$ cat src/rtl/iq_pkg.sv
package iq_pkg;
  localparam int unsigned IQ_DEF_DEPTH = 4;
  localparam int unsigned IQ_DEF_TAG_W = 6;
  localparam int unsigned IQ_DEF_OP_W  = 16;

  // per-slot status bits
  typedef struct packed {
    logic busy;
    logic rdy_a;
    logic rdy_b;
  } iq_flags_t;
endpackage

$ cat src/rtl/iq_slot.sv
module iq_slot import iq_pkg::*; #(
  parameter int unsigned TAG_W = IQ_DEF_TAG_W,
  parameter int unsigned OP_W  = IQ_DEF_OP_W
) (
  input  logic             clk,
  input  logic             rst,
  input  logic             flush,
  input  logic             wr_en,
  input  logic [TAG_W-1:0] wr_src1,
  input  logic [TAG_W-1:0] wr_src2,
  input  logic [TAG_W-1:0] wr_dst,
  input  logic [OP_W-1:0]  wr_op,
  input  logic             release_en,
  input  logic             bus_valid,
  input  logic [TAG_W-1:0] bus_tag,
  output logic             occupied,
  output logic             can_go,
  output logic [TAG_W-1:0] src1,
  output logic [TAG_W-1:0] src2,
  output logic [TAG_W-1:0] dst,
  output logic [OP_W-1:0]  op
);
  iq_flags_t st;
  logic new_a, new_b, hit_a, hit_b;

  // readiness of an operand arriving this cycle
  assign new_a = (wr_src1 == '0) || (bus_valid && bus_tag == wr_src1);
  assign new_b = (wr_src2 == '0) || (bus_valid && bus_tag == wr_src2);
  // wakeup of a held operand
  assign hit_a = bus_valid && (bus_tag == src1);
  assign hit_b = bus_valid && (bus_tag == src2);

  always_ff @(posedge clk) begin
    if (rst || flush) begin
      st <= '0;
    end else if (wr_en) begin
      st.busy  <= 1'b1;
      st.rdy_a <= new_a;
      st.rdy_b <= new_b;
    end else begin
      if (release_en) st.busy <= 1'b0;
      if (hit_a) st.rdy_a <= 1'b1;
      if (hit_b) st.rdy_b <= 1'b1;
    end
  end

  // payload: written only on allocation, no reset needed
  always_ff @(posedge clk) begin
    if (wr_en) begin
      src1 <= wr_src1;
      src2 <= wr_src2;
      dst  <= wr_dst;
      op   <= wr_op;
    end
  end

  assign occupied = st.busy;
  assign can_go   = st.busy & st.rdy_a & st.rdy_b;
endmodule

$ cat src/rtl/iq_free_pick.sv
module iq_free_pick #(
  parameter int unsigned DEPTH = 4,
  localparam int unsigned IDX_W = (DEPTH > 1) ? $clog2(DEPTH) : 1
) (
  input  logic [DEPTH-1:0] busy,
  output logic [IDX_W-1:0] slot,
  output logic             any_free
);
  always_comb begin
    slot     = '0;
    any_free = 1'b0;
    for (int i = DEPTH - 1; i >= 0; i--) begin
      if (!busy[i]) begin
        slot     = IDX_W'(i);
        any_free = 1'b1;
      end
    end
  end
endmodule

$ cat src/rtl/iq_age_arb.sv
module iq_age_arb #(
  parameter int unsigned DEPTH = 4,
  localparam int unsigned IDX_W = (DEPTH > 1) ? $clog2(DEPTH) : 1
) (
  input  logic             clk,
  input  logic             rst,
  input  logic             alloc_en,
  input  logic [IDX_W-1:0] alloc_slot,
  input  logic [DEPTH-1:0] req,
  output logic [DEPTH-1:0] grant
);
  // ahead[j][i] = 1 when slot j was written before slot i
  logic [DEPTH-1:0] ahead [DEPTH];

  always_ff @(posedge clk) begin
    if (rst) begin
      for (int j = 0; j < DEPTH; j++) ahead[j] <= '0;
    end else if (alloc_en) begin
      for (int j = 0; j < DEPTH; j++) begin
        if (IDX_W'(j) == alloc_slot) ahead[j] <= '0;
        else ahead[j][alloc_slot] <= 1'b1;
      end
    end
  end

  for (genvar i = 0; i < DEPTH; i++) begin : g_pick
    logic [DEPTH-1:0] blockers;
    always_comb begin
      for (int j = 0; j < DEPTH; j++) blockers[j] = req[j] & ahead[j][i];
    end
    assign grant[i] = req[i] & ~(|blockers);
  end
endmodule

$ cat src/rtl/issue_queue_wakeup.sv
module issue_queue_wakeup import iq_pkg::*; #(
  parameter int unsigned DEPTH = IQ_DEF_DEPTH,
  parameter int unsigned TAG_W = IQ_DEF_TAG_W,
  parameter int unsigned OP_W  = IQ_DEF_OP_W,
  localparam int unsigned IDX_W = (DEPTH > 1) ? $clog2(DEPTH) : 1
) (
  input  logic             clk,
  input  logic             rst,
  input  logic             flush,
  input  logic             disp_valid,
  input  logic [TAG_W-1:0] disp_src1,
  input  logic [TAG_W-1:0] disp_src2,
  input  logic [TAG_W-1:0] disp_dst,
  input  logic [OP_W-1:0]  disp_op,
  output logic             full,
  input  logic             cdb_valid,
  input  logic [TAG_W-1:0] cdb_tag,
  output logic             iss_valid,
  input  logic             iss_ready,
  output logic [TAG_W-1:0] iss_src1,
  output logic [TAG_W-1:0] iss_src2,
  output logic [TAG_W-1:0] iss_dst,
  output logic [OP_W-1:0]  iss_op
);
  logic [DEPTH-1:0] busy, rdy, grant, wr_vec, rel_vec;
  logic [IDX_W-1:0] free_slot;
  logic             any_free, do_alloc;
  logic [TAG_W-1:0] s1 [DEPTH];
  logic [TAG_W-1:0] s2 [DEPTH];
  logic [TAG_W-1:0] dd [DEPTH];
  logic [OP_W-1:0]  oo [DEPTH];

  assign do_alloc = disp_valid & any_free & ~flush;

  iq_free_pick #(.DEPTH(DEPTH)) u_free (
    .busy(busy), .slot(free_slot), .any_free(any_free)
  );

  iq_age_arb #(.DEPTH(DEPTH)) u_age (
    .clk(clk), .rst(rst), .alloc_en(do_alloc), .alloc_slot(free_slot),
    .req(rdy), .grant(grant)
  );

  for (genvar k = 0; k < DEPTH; k++) begin : g_slot
    assign wr_vec[k]  = do_alloc && (free_slot == IDX_W'(k));
    assign rel_vec[k] = grant[k] & iss_ready;
    iq_slot #(.TAG_W(TAG_W), .OP_W(OP_W)) u_slot (
      .clk(clk), .rst(rst), .flush(flush),
      .wr_en(wr_vec[k]), .wr_src1(disp_src1), .wr_src2(disp_src2),
      .wr_dst(disp_dst), .wr_op(disp_op),
      .release_en(rel_vec[k]), .bus_valid(cdb_valid), .bus_tag(cdb_tag),
      .occupied(busy[k]), .can_go(rdy[k]),
      .src1(s1[k]), .src2(s2[k]), .dst(dd[k]), .op(oo[k])
    );
  end

  // one-hot grant -> AND-OR payload mux
  always_comb begin
    iss_src1 = '0;
    iss_src2 = '0;
    iss_dst  = '0;
    iss_op   = '0;
    for (int k = 0; k < DEPTH; k++) begin
      iss_src1 |= s1[k] & {TAG_W{grant[k]}};
      iss_src2 |= s2[k] & {TAG_W{grant[k]}};
      iss_dst  |= dd[k] & {TAG_W{grant[k]}};
      iss_op   |= oo[k] & {OP_W{grant[k]}};
    end
  end

  assign iss_valid = |grant;
  assign full      = ~any_free;
endmodule

$ cat config.mk
export PLATFORM = sky130hd
export DESIGN_NAME = issue_queue_wakeup
export DESIGN_NICKNAME = d
export VERILOG_FILES = /design/src/rtl/iq_pkg.sv /design/src/rtl/iq_slot.sv /design/src/rtl/iq_free_pick.sv /design/src/rtl/iq_age_arb.sv /design/src/rtl/issue_queue_wakeup.sv
export SDC_FILE = /design/constraint.sdc
export NUM_CORES = 1
export LEC_CHECK = 0
export ABC_AREA = 1
export BUFFER_PORTS_ARGS = -buffer_cell sky130_fd_sc_hd__buf_2
export CORE_UTILIZATION = 40
export CTS_BUF_LIST = sky130_fd_sc_hd__clkbuf_4 sky130_fd_sc_hd__clkbuf_8
export DETAILED_ROUTE_END_ITERATION = 16
export PLACE_DENSITY = 0.63
export SYNTH_ARGS = -nofsm -noshare
export SYNTH_HDL_FRONTEND = slang
export SYNTH_HIERARCHICAL = 1
export SYNTH_SLANG_ARGS = --single-unit
$ cat constraint.sdc
create_clock -name clk -period 7 [get_ports clk]
set_clock_uncertainty 0.15 [all_clocks]
set_input_delay 1.4 -clock clk [delete_from_list [all_inputs] [get_ports clk]]
set_output_delay 1.4 -clock clk [all_outputs]
set_load 0.03 [all_outputs]
=== Word level (Yosys, flattened, before mapping) ===
Memory sizes are Yosys's and may differ from the RTL's.
Index checks and enable logic that the tools add are counted.
Widths: inputs -> output; s select.

* Multiplexer cells: 80
* $lt $le $gt $ge: 2
* Equality and inequality tests: 16
* Reductions and logical operators: 38
* Bitwise gates (word level): 88

{| class="wikitable"
|+ Operators with widths
! operator !! count
|-
| $and 6x6->6 || 12
|-
| $and 16x16->16 || 4
|-
| $mux 1 || 63
|-
| $eq 6x6->1 || 10
|-
| $or 6x6->6 || 9
|-
| $or 16x16->16 || 3
|-
| $and 1x1->1 || 34
|-
| $mux 4 || 8
|-
| $reduce_bool 2->1 || 12
|-
| $or 1x1->1 || 20
|-
| $reduce_or 4->1 || 5
|-
| $logic_and 1x1->1 || 15
|-
| $logic_not 6->1 || 2
|-
| $mux 3 || 4
|-
| $mux 2 || 4
|-
| $not 1->1 || 6
|-
| $eq 2x2->1 const A || 2
|-
| $eq 2x2->1 const B || 2
|-
| $logic_or 1x1->1 || 3
|-
| $lt 2x3->1 const B || 1
|-
| $demux 1 s2 || 1
|-
| $eq 1x2->1 const A || 1
|-
| $eq 2x1->1 const B || 1
|-
| $ge 2x1->1 const B || 1
|-
| $logic_not 2->1 || 1
|}

* Memories: 1
* Register bits after elaboration: 148
* Word-level logic and storage cells: 253
* Memory bits (writable): 16
* Output and inout port bits: 36
* Input bits: 46

{| class="wikitable"
|+ Memories
! memory !! words !! width !! read ports !! clocked after Yosys merged registers in !! wr ports !! line !! RTL
|-
| u_age.ahead || 4 || 4 || 4 || 0 || 4 || iq_age_arb.sv:13 || <nowiki>logic [DEPTH-1:0] ahead [DEPTH];</nowiki>
|}

=== Longest topological paths before layout ===
Gate-level depths: netlist (run 1).

* Depth in word-level cells: 11
* Gate-level depth with buffers: 11
* Depth with buffers taken out: 10

=== Modules after synthesis ===
The synthesis (run 1) kept the hierarchy.

{| class="wikitable"
|+ By module, submodules not included
! module !! seq. area each (µm²) !! times used !! cells an instance !! area an instance (µm²)
|-
| iq_slot || 1081.0 || 4 || 155 || 1601.5
|-
| issue_queue_wakeup || 0.0 || 1 || 347 || 1607.8
|-
| iq_age_arb || 480.5 || 1 || 83 || 778.2
|-
| iq_free_pick || 0.0 || 1 || 9 || 36.3
|}

=== Least setup slack after synthesis (run 1) ===
No wires, ideal clock.

* Path type: in2reg
* Start: input flush
* End: register g_slot[0].u_slot/st[0] (netlist name)
* Data required time: 6735 ps
* Library setup time: 115 ps
* Arrival: 3672 ps
* Path buffers: 0
* Slack: 3062 ps
* Stages: 6
* Cell sequence: inv_1 -> nand3_1 -> nor2_1 -> o21ai_0 -> nor2_1 -> nor2_2

* Word-level cells in the longest chain between the ends: 4
* Elaborated cells on any way between the ends: 6
* Classes of those cells: mux: 1; bitwise: 2; reduce/logical: 3

{| class="wikitable"
|+ RTL lines
! what !! line !! RTL
|-
| from (decl) || issue_queue_wakeup.sv:9 || <nowiki>input logic flush,</nowiki>
|-
| $not 1->1 * || issue_queue_wakeup.sv:33 || <nowiki>assign do_alloc = disp_valid & any_free & ~flush;</nowiki>
|-
| $and 1x1->1 * || issue_queue_wakeup.sv:33 ||
|-
| $logic_and 1x1->1 * || issue_queue_wakeup.sv:45 || <nowiki>assign wr_vec[k] = do_alloc && (free_slot == IDX_W'(k));</nowiki>
|-
| named net wr_vec[0] || issue_queue_wakeup.sv:25 || <nowiki>logic [DEPTH-1:0] busy, rdy, grant, wr_vec, rel_vec;</nowiki>
|-
| $mux 3 / $reduce_bool 2->1 (equally long branches) || n/a ||
|-
| to (decl) || iq_slot.sv:23 || <nowiki>iq_flags_t st;</nowiki>
|}

Mark *: on every way through the listed nets, which the timed path passes. The rest lies on a longest branch.
A chain may end at the register's enable or synchronous reset.

=== Worst setup path in the final report (run 1) ===
* Start: register, netlist name g_slot[0].u_slot/occupied
* End: output iss_op[7]

* Elaborated cells on any way between the ends: 25
* Classes of those cells: bitwise: 21; reduce/logical: 4

{| class="wikitable"
|+ RTL lines
! what !! line !! RTL
|-
| $and 1x1->1 (2 in a row) || iq_slot.sv:58 || <nowiki>assign can_go = st.busy & st.rdy_a & st.rdy_b;</nowiki>
|-
| named net rdy[0] || issue_queue_wakeup.sv:25 ||
|-
| $and 1x1->1 || iq_age_arb.sv:29 || <nowiki>for (int j = 0; j < DEPTH; j++) blockers[j] = req[j] & ahead[j][i];</nowiki>
|-
| $reduce_or 4->1 || iq_age_arb.sv:31 || <nowiki>assign grant[i] = req[i] & ~(|blockers);</nowiki>
|-
| $not 1->1 || iq_age_arb.sv:31 ||
|-
| $and 1x1->1 || iq_age_arb.sv:31 ||
|-
| named net grant[3] || issue_queue_wakeup.sv:25 ||
|-
| $and 16x16->16 || issue_queue_wakeup.sv:67 || <nowiki>iss_op |= oo[k] & {OP_W{grant[k]}};</nowiki>
|-
| $or 16x16->16 || issue_queue_wakeup.sv:67 ||
|-
| to (decl) || issue_queue_wakeup.sv:23 || <nowiki>output logic [OP_W-1:0] iss_op</nowiki>
|}

The timed path passes the listed nets, and every way through them passes these cells.

==> results of run 1 <==
[power by group through the flow]
stage / combinational (mW) / sequential, mW / clock [mW]
after floorplan: 0.0775 / 1.12 / 0
after global placement: 0.136 / 1.12 / 0
final: 0.139 / 1.09 / 0.710
after global routing: 0.157 / 1.10 / 0.762
after CTS: 0.139 / 1.09 / 0.729
after detailed placement: 0.138 / 1.12 / 0
[placed cells by master (no fill, tap or decap), types with 4 or more instances in the layout]
cell / instances
xnor2_1: 16
nor2_1: 124
nor2_4: 8
o22ai_1: 4
inv_8: 5
nor2_2: 8
buf_4: 6
o21ai_0: 20
nand2_1: 382
xor2_1: 8
edfxtp_1: 152
conb_1: 4
a21oi_2: 4
buf_2: 81
o21ai_1: 4
inv_2: 28
a21oi_1: 5
clkbuf_8: 17
nand2_2: 57
inv_1: 147
nor3_1: 4
nand3_4: 4
nand4_1: 4
clkinv_1: 4
and3_1: 4
dfxtp_1: 12
nand3_1: 34
[routing by layer]
layer,GRT usage,vias to the layer above,share of wire
met5,0,-,0
met4,0.0490,0,0.013
met3,0.0412,20,0.063
met2,0.308,213,0.46
met1,0.249,3017,0.46
li1,-,3418,-
[kinds of logic (layout without fill, tap and decap cells)]
group                     count (synthesis)  after routing  share of synthesized area
AOI/OAI and AO/OA                        37             37                     0.0232
other                                     1              4                   0.000425
and+or+nand+nor                         632            632                      0.303
buffers and inverters                   201            298                      0.105
DFF                                     164            164                      0.544
xor gates and xnor gates                 24             24                     0.0238
[flip-flops by register name, indices dropped and copies added (netlist names)]
signal	count
g_slot.u_slot/op	64
g_slot.u_slot/dst	24
g_slot.u_slot/src1	24
g_slot.u_slot/src2	24
u_age/ahead	16
g_slot.u_slot/st	8
g_slot.u_slot/occupied	4
[worst register-to-register path: stages (launching register included)]
cell and delay, ns:
dfxtp_1 0.41, inv_1 0.06, a21oi_1 0.51, nand2_1 0.19, nor2_4 0.12, buf_4 0.51, o21ai_0 0.20, nor2_1 0.24
nor2_2 0.06
[through the flow]
| step | setup slack (ns) | std cells | total power, mW | util | cell area (um^2) |
|---|---|---|---|---|---|
| final | 2.81 | 1434 | 1.94 | 0.462 | 9860 |
| after CTS | 2.78 | 1434 | 1.96 | 0.462 | 9860 |
| after floorplan | 3.06 | 1062 | 1.19 | - | 8840 |
| after global placement | 3.29 | 1402 | 1.25 | 0.442 | 9440 |
| after global routing | 2.56 | 1434 | 2.02 | 0.462 | 9860 |
| after detailed placement | 3.29 | 1402 | 1.26 | 0.442 | 9440 |
[cell type report]
cell class	instances	area share
clock buffers	17	0.0237
clock inverters	15	0.0187
inverters	179	0.0682
multi-input cells	697	0.321
flip-flops and latches	164	0.487
well taps	275	0.0349
repair buffers	87	0.0457
[worst min-delay path by stage]
stage / startpoint / endpoint / slack, ns / cells after the start
6_report: g_slot[3].u_slot/occupied / g_slot[3].u_slot/occupied / 0.42 / 2
5_1_grt: g_slot[2].u_slot/st[1] / g_slot[2].u_slot/st[1] / 0.46 / 4
4_1_cts: g_slot[3].u_slot/occupied / g_slot[3].u_slot/occupied / 0.42 / 2
3_5_place_dp: g_slot[3].u_slot/occupied / g_slot[3].u_slot/occupied / 0.40 / 2
3_3_place_gp: g_slot[3].u_slot/occupied / g_slot[3].u_slot/occupied / 0.40 / 2
2_1_floorplan: g_slot[0].u_slot/st[1] / g_slot[0].u_slot/st[1] / 0.37 / 4
==> impl_metrics.toml, run 1 <==
[outcome]
outcome = "completed"

[layout]
multiInputGateArea_um2 = 3170
drive_gt1_frac = 0.199
nets = 1192
fillers = 2110
area_delta_synth_final_pct = 11.6
ff_latch_area_um2 = 4800
n_antenna_cell = 0

[drt]
initialDrtViolationCount = 313
wl_um = 20300
wire_per_inst_um = 14.2
drc_errors = 0
postRouteAntennaNets = 0
drtPass1Iterations = 5
via_per_inst = 4.65
vias = 6668

[synthesis]
synth_seq_cells = 164
synth_top_area_frac = 0.517
syn_area_um2 = 8830
yosysTopAreaCell = "edfxtp_1"
synth_flop_cell = "edfxtp_1"
synth_common_cells = "nand2_1, edfxtp_1, inv_1"
synth-edff-count = 152
ys_warn_count = 6
async_reset_ff_frac = 0
syn_inst = 1059
synth_most_common_cell = "nand2_1"
yosysUniqueCellTypes = 28
ys_seq_area_frac = 0.544
synth_area_leaders = "edfxtp_1, nand2_1, inv_1"
avgSynthCellArea_um2 = 8.34

[flow_run]
maxCapViolCount = 0

[critical_path]
r2r_start = "g_slot[0].u_slot/occupied"
rrSetupSlack_ns = 4.46
crit_end = "iss_op[7]"
cp_cell_sequence = "and3_1, nand2_1, nand2_1, nor2_4, nand2_1, nand2_1, inv_1, nand2_1, buf_2"
crit_buf_inv = 2
crit_arrival_ns = 2.64
worstPathMaxFanout = 36
path_delay_family = "simple AND/OR/NAND/NOR gates"
cp.required_ns = 5.45
crit_start = "g_slot[0].u_slot/occupied"
start_kind = "flip-flop"
r2r_end = "g_slot[1].u_slot/st[0]"
crit_path_max_incr_delay_ns = 0.85
path_depth = 9
worst_path_most_repeated_cell = "nand2_1"
cp_slowest_cell = "nor2_4"
reg2reg_depth = 8
end_kind = "output pin"
critical_path_class = "flip-flop to output pin"

[timing]
fmax_ghz = 0.239
setup_tns_ns = 0
hold_slack_ns = 0.420
min_period_over_period = 0.599
setup_viol = 0
fin_crit_ns = 4.19
drv_slew = 0
finalHoldViolCount = 0
slew_headroom = 0.262
worst_pin_slew_ns = 1.10
rsz0062_at_grt = "no"

[pwr]
power_switching_mw = 0.511
pwr-share-clk = 0.365
internal_power_mw = 1.43
p_comb_frac = 0.072
seq_power_share = 0.563
p_leak_nw = 4.53
ir_drop_mv = 0.114
p_per_area_nw_per_um2 = 197
p_sw_frac = 0.263

[grt]
grt_pass1_wl_um = 31800
first_global_vias = 6139
grt_overflow = 0
grt.total_usage = 0.188
grt_start_max_net_pins = 40
antenna_found_initial = 0

[clock_network]
post_cts_buffers = 0
cts_buffers = 17
clock_sinks = 164
ctsHoldBuffers = 0
cts.repair.resized = 0
ctsHtreeMaxLevel = 4
clockBufferDepth = 2
clk_pin_slew_worst_paths_ns = 0.09
cts_tree = "yes"
cts-root-buf = "clkbuf_8"
clock_latency_ns = 0.46

[hold_path]
worstHoldPathType = "flip-flop to flip-flop"

[floorplanning]
fp-row-count = 53
die_x_um = 151
chipHeight_um = 151
fp.coreArea_um2 = 21400
start_util = 0.413
die-area_um2 = 22700
ios = 82

[placed_design]
io_buffers = 81
dpl.hpwl_um = 13300
gpl.final_weighted_congestion = 0.883
(Power assumes the default switching activity.)
==> inputs of run 2 (changes only) <==
--- a/config.mk
+++ b/config.mk
@@ -5,12 +5,12 @@
 export SDC_FILE = /design/constraint.sdc
 export NUM_CORES = 1
 export LEC_CHECK = 0
-export ABC_AREA = 1
+export ABC_AREA = 0
 export BUFFER_PORTS_ARGS = -buffer_cell sky130_fd_sc_hd__buf_2
 export CORE_UTILIZATION = 40
 export CTS_BUF_LIST = sky130_fd_sc_hd__clkbuf_4 sky130_fd_sc_hd__clkbuf_8
 export DETAILED_ROUTE_END_ITERATION = 16
-export PLACE_DENSITY = 0.63
+export PLACE_DENSITY = 0.66
 export SYNTH_ARGS = -nofsm -noshare
 export SYNTH_HDL_FRONTEND = slang
 export SYNTH_HIERARCHICAL = 1
==> constraint.sdc (replaced) <==
create_clock -name clk -period 3.55 [get_ports clk]
set_clock_uncertainty 0.15 [all_clocks]
set_input_delay 0.71 -clock clk [delete_from_list [all_inputs] [get_ports clk]]
set_output_delay 0.71 -clock clk [all_outputs]
set_load 0.03 [all_outputs]
==> run 2 against run 1 <==
The run now ends with design-rule violations left. Sequential cell count did not move. Critical endpoint is now iss_valid. Routed wire length fell by 13%. First-iteration DRC count increased by 14%. Total power rose by 95%. Global-route usage is 0.55 points higher. Sequential power up 98%. Cell count down 39%. Cell area decreased by 12%. Hold slack lost 0.11 ns. Register-to-register slack worse by 3.3 ns. Die area is 15% lower.
==> impl_metrics.toml, run 2 <==
[outcome]
outcome = "finished with violations"
violations = "design-rule violations"

[synthesis]
synth_common_cells = "edfxtp_1, a22oi_1, xnor2_1"
synth_flop_cell = "edfxtp_1"
synth_seq_cells = 164
synth_most_common_cell = "edfxtp_1"
synth_area_leaders = "edfxtp_1, xnor2_1, a22oi_1"
synth_top_area_frac = 0.607
avgSynthCellArea_um2 = 13.8
yosysTopAreaCell = "edfxtp_1"
syn_inst = 546
yosysUniqueCellTypes = 40
ys_seq_area_frac = 0.639
synth-edff-count = 152
syn_area_um2 = 7520
ys_warn_count = 6
async_reset_ff_frac = 0

[drt]
vias = 4952
postRouteAntennaNets = 0
initialDrtViolationCount = 357
drtPass1Iterations = 11
drc_errors = 6
wire_per_inst_um = 20.0
wl_um = 17600
via_per_inst = 5.63

[clock_network]
cts_buffers = 17
cts_tree = "yes"
ctsHtreeMaxLevel = 4
clockBufferDepth = 2
clock_latency_ns = 0.45
clock_sinks = 164
ctsHoldBuffers = 0
clk_pin_slew_worst_paths_ns = 0.10
cts-root-buf = "clkbuf_8"

[critical_path]
r2r_end = "g_slot[3].u_slot/src1[2]"
cp.required_ns = 2.69
critical_path_class = "flip-flop to output pin"
rrSetupSlack_ns = 1.16
reg2reg_depth = 5
r2r_start = "g_slot[3].u_slot/occupied"
end_kind = "output pin"
start_kind = "flip-flop"
worstPathMaxFanout = 36
crit_end = "iss_valid"
crit_arrival_ns = 2.50
crit_start = "g_slot[1].u_slot/occupied"

[layout]
top_register = "g_slot.u_slot/op"
drive_gt1_frac = 0.230
nets = 684
layout_commonest_cell = "edfxtp_1"
layout_common_cells = "edfxtp_1, buf_2, a22oi_1, xnor2_1, nand2_1"
area_delta_synth_final_pct = 15.0
n_antenna_cell = 0
largest_reg_flops = 64

[placed_design]
gpl.final_weighted_congestion = 0.798
dpl.hpwl_um = 11700
place_ws_ns = 0.653
io_buffers = 81

[pwr]
p_comb_frac = 0.065
p_sw_frac = 0.239
p_per_area_nw_per_um2 = 438
power_switching_mw = 0.904
seq_power_share = 0.570
internal_power_mw = 2.88
ir_drop_mv = 0.221
pwr-share-clk = 0.365
p_leak_nw = 3.10

[floorplanning]
chipHeight_um = 139
ios = 82
start_util = 0.413
die-area_um2 = 19400
die_x_um = 139
fp.coreArea_um2 = 18200
fp-row-count = 49

[hold_path]
min-delay-start = "disp_op[7]"
worstHoldPathType = "input pin to flip-flop"

[grt]
grt_overflow = 0
grt_pass1_wl_um = 28200
first_global_vias = 5093
grt_start_max_net_pins = 45
antenna_found_initial = 0
grt.total_usage = 0.193

[timing]
fmax_ghz = 0.297
setup_tns_ns = 0
drv_slew = 0
worst_pin_slew_ns = 0.820
min_period_over_period = 0.947
rsz0062_at_grt = "no"
fin_crit_ns = 3.36
setup_viol = 0
slew_headroom = 0.453
finalHoldViolCount = 0
layout_setup_ws_ns = 0.188

[flow_run]
maxCapViolCount = 0
==> run 2: final cells by class <==
type                       count  area (um^2)
clock buffer                  17          234
clock inverter                15          169
fill                        1621         9560
inverter                       8         32.5
multi-input combinational    350         2560
sequential                   164         4800
tap                          229          287
timing repair buffer          97          563
==> run 2: how the worst min path moves through the flow <==
| stage | end | slack, ns | depth (start not counted) |
|---|---|---|---|
| floorplan | g_slot[0].u_slot/st[0] | 0.31 | 1 |
| global placement | g_slot[1].u_slot/st[1] | 0.33 | 1 |
| detailed placement | g_slot[1].u_slot/st[1] | 0.33 | 1 |
| CTS | g_slot[2].u_slot/op[7] | 0.28 | 1 |
| global route | g_slot[1].u_slot/op[7] | 0.27 | 1 |
| finish | g_slot[2].u_slot/op[7] | 0.31 | 1 |
==> run 2: routing by layer <==
| metal | GRT usage | vias up | routed length [um] |
|---|---|---|---|
| met4 | 0.0784 | 0 | 354 |
| met5 | 0 | - | 0 |
| met1 | 0.252 | 2430 | 7650 |
| li1 | - | 2296 | - |
| met3 | 0.0504 | 26 | 1140 |
| met2 | 0.306 | 200 | 8450 |
==> run 2: what timing repair did <==
action | 4_1_cts | 5_1_grt
resized for setup | 0 | 1
buffers inserted | 0 | 0
setup endpoints to repair | 0 | 1
==> run 2: logic make-up (layout without fill, tap and decap cells) <==
kind of cell           after synthesis  count (layout)  synth area share
flip-flops                         164             164             0.639
AO/OA/AOI/OAI                      107             107             0.111
buffers and inverters               35             137            0.0245
XOR/XNOR                            97              97             0.113
other                                1               4          0.000499
AND/OR/NAND/NOR                    142             142             0.112
==> run 2: power groups by stage <==
| stage | clock [mW] | sequential, mW | combinational, mW |
|---|---|---|---|
| after CTS | 1.41 | 2.16 | 0.247 |
| after global placement | 0 | 2.20 | 0.237 |
| after global routing | 1.50 | 2.16 | 0.271 |
| after detailed placement | 0 | 2.20 | 0.246 |
| final | 1.38 | 2.16 | 0.247 |
| after floorplan | 0 | 2.20 | 0.130 |
==> run 2: worst max-delay path, stage by stage, from the launching register on <==
cell	delay [ns]
dfxtp_1	0.42
and3_1	0.28
a22oi_1	0.11
and4b_1	0.19
buf_4	0.25
or4_4	0.59
buf_2	0.19
==> run 2: metrics by stage <==
step           hold WS, ns  cell area (um^2)  power [mW]  instances   util
6_report             0.308              8650        3.79        880  0.475
5_1_grt              0.268              8650        3.93        880  0.475
4_1_cts              0.275              8650        3.81        880  0.475
3_5_place_dp         0.332              8240        2.45        848  0.453
3_3_place_gp         0.330              8240        2.44        848  0.453
2_1_floorplan        0.310              7540        2.33        549      -
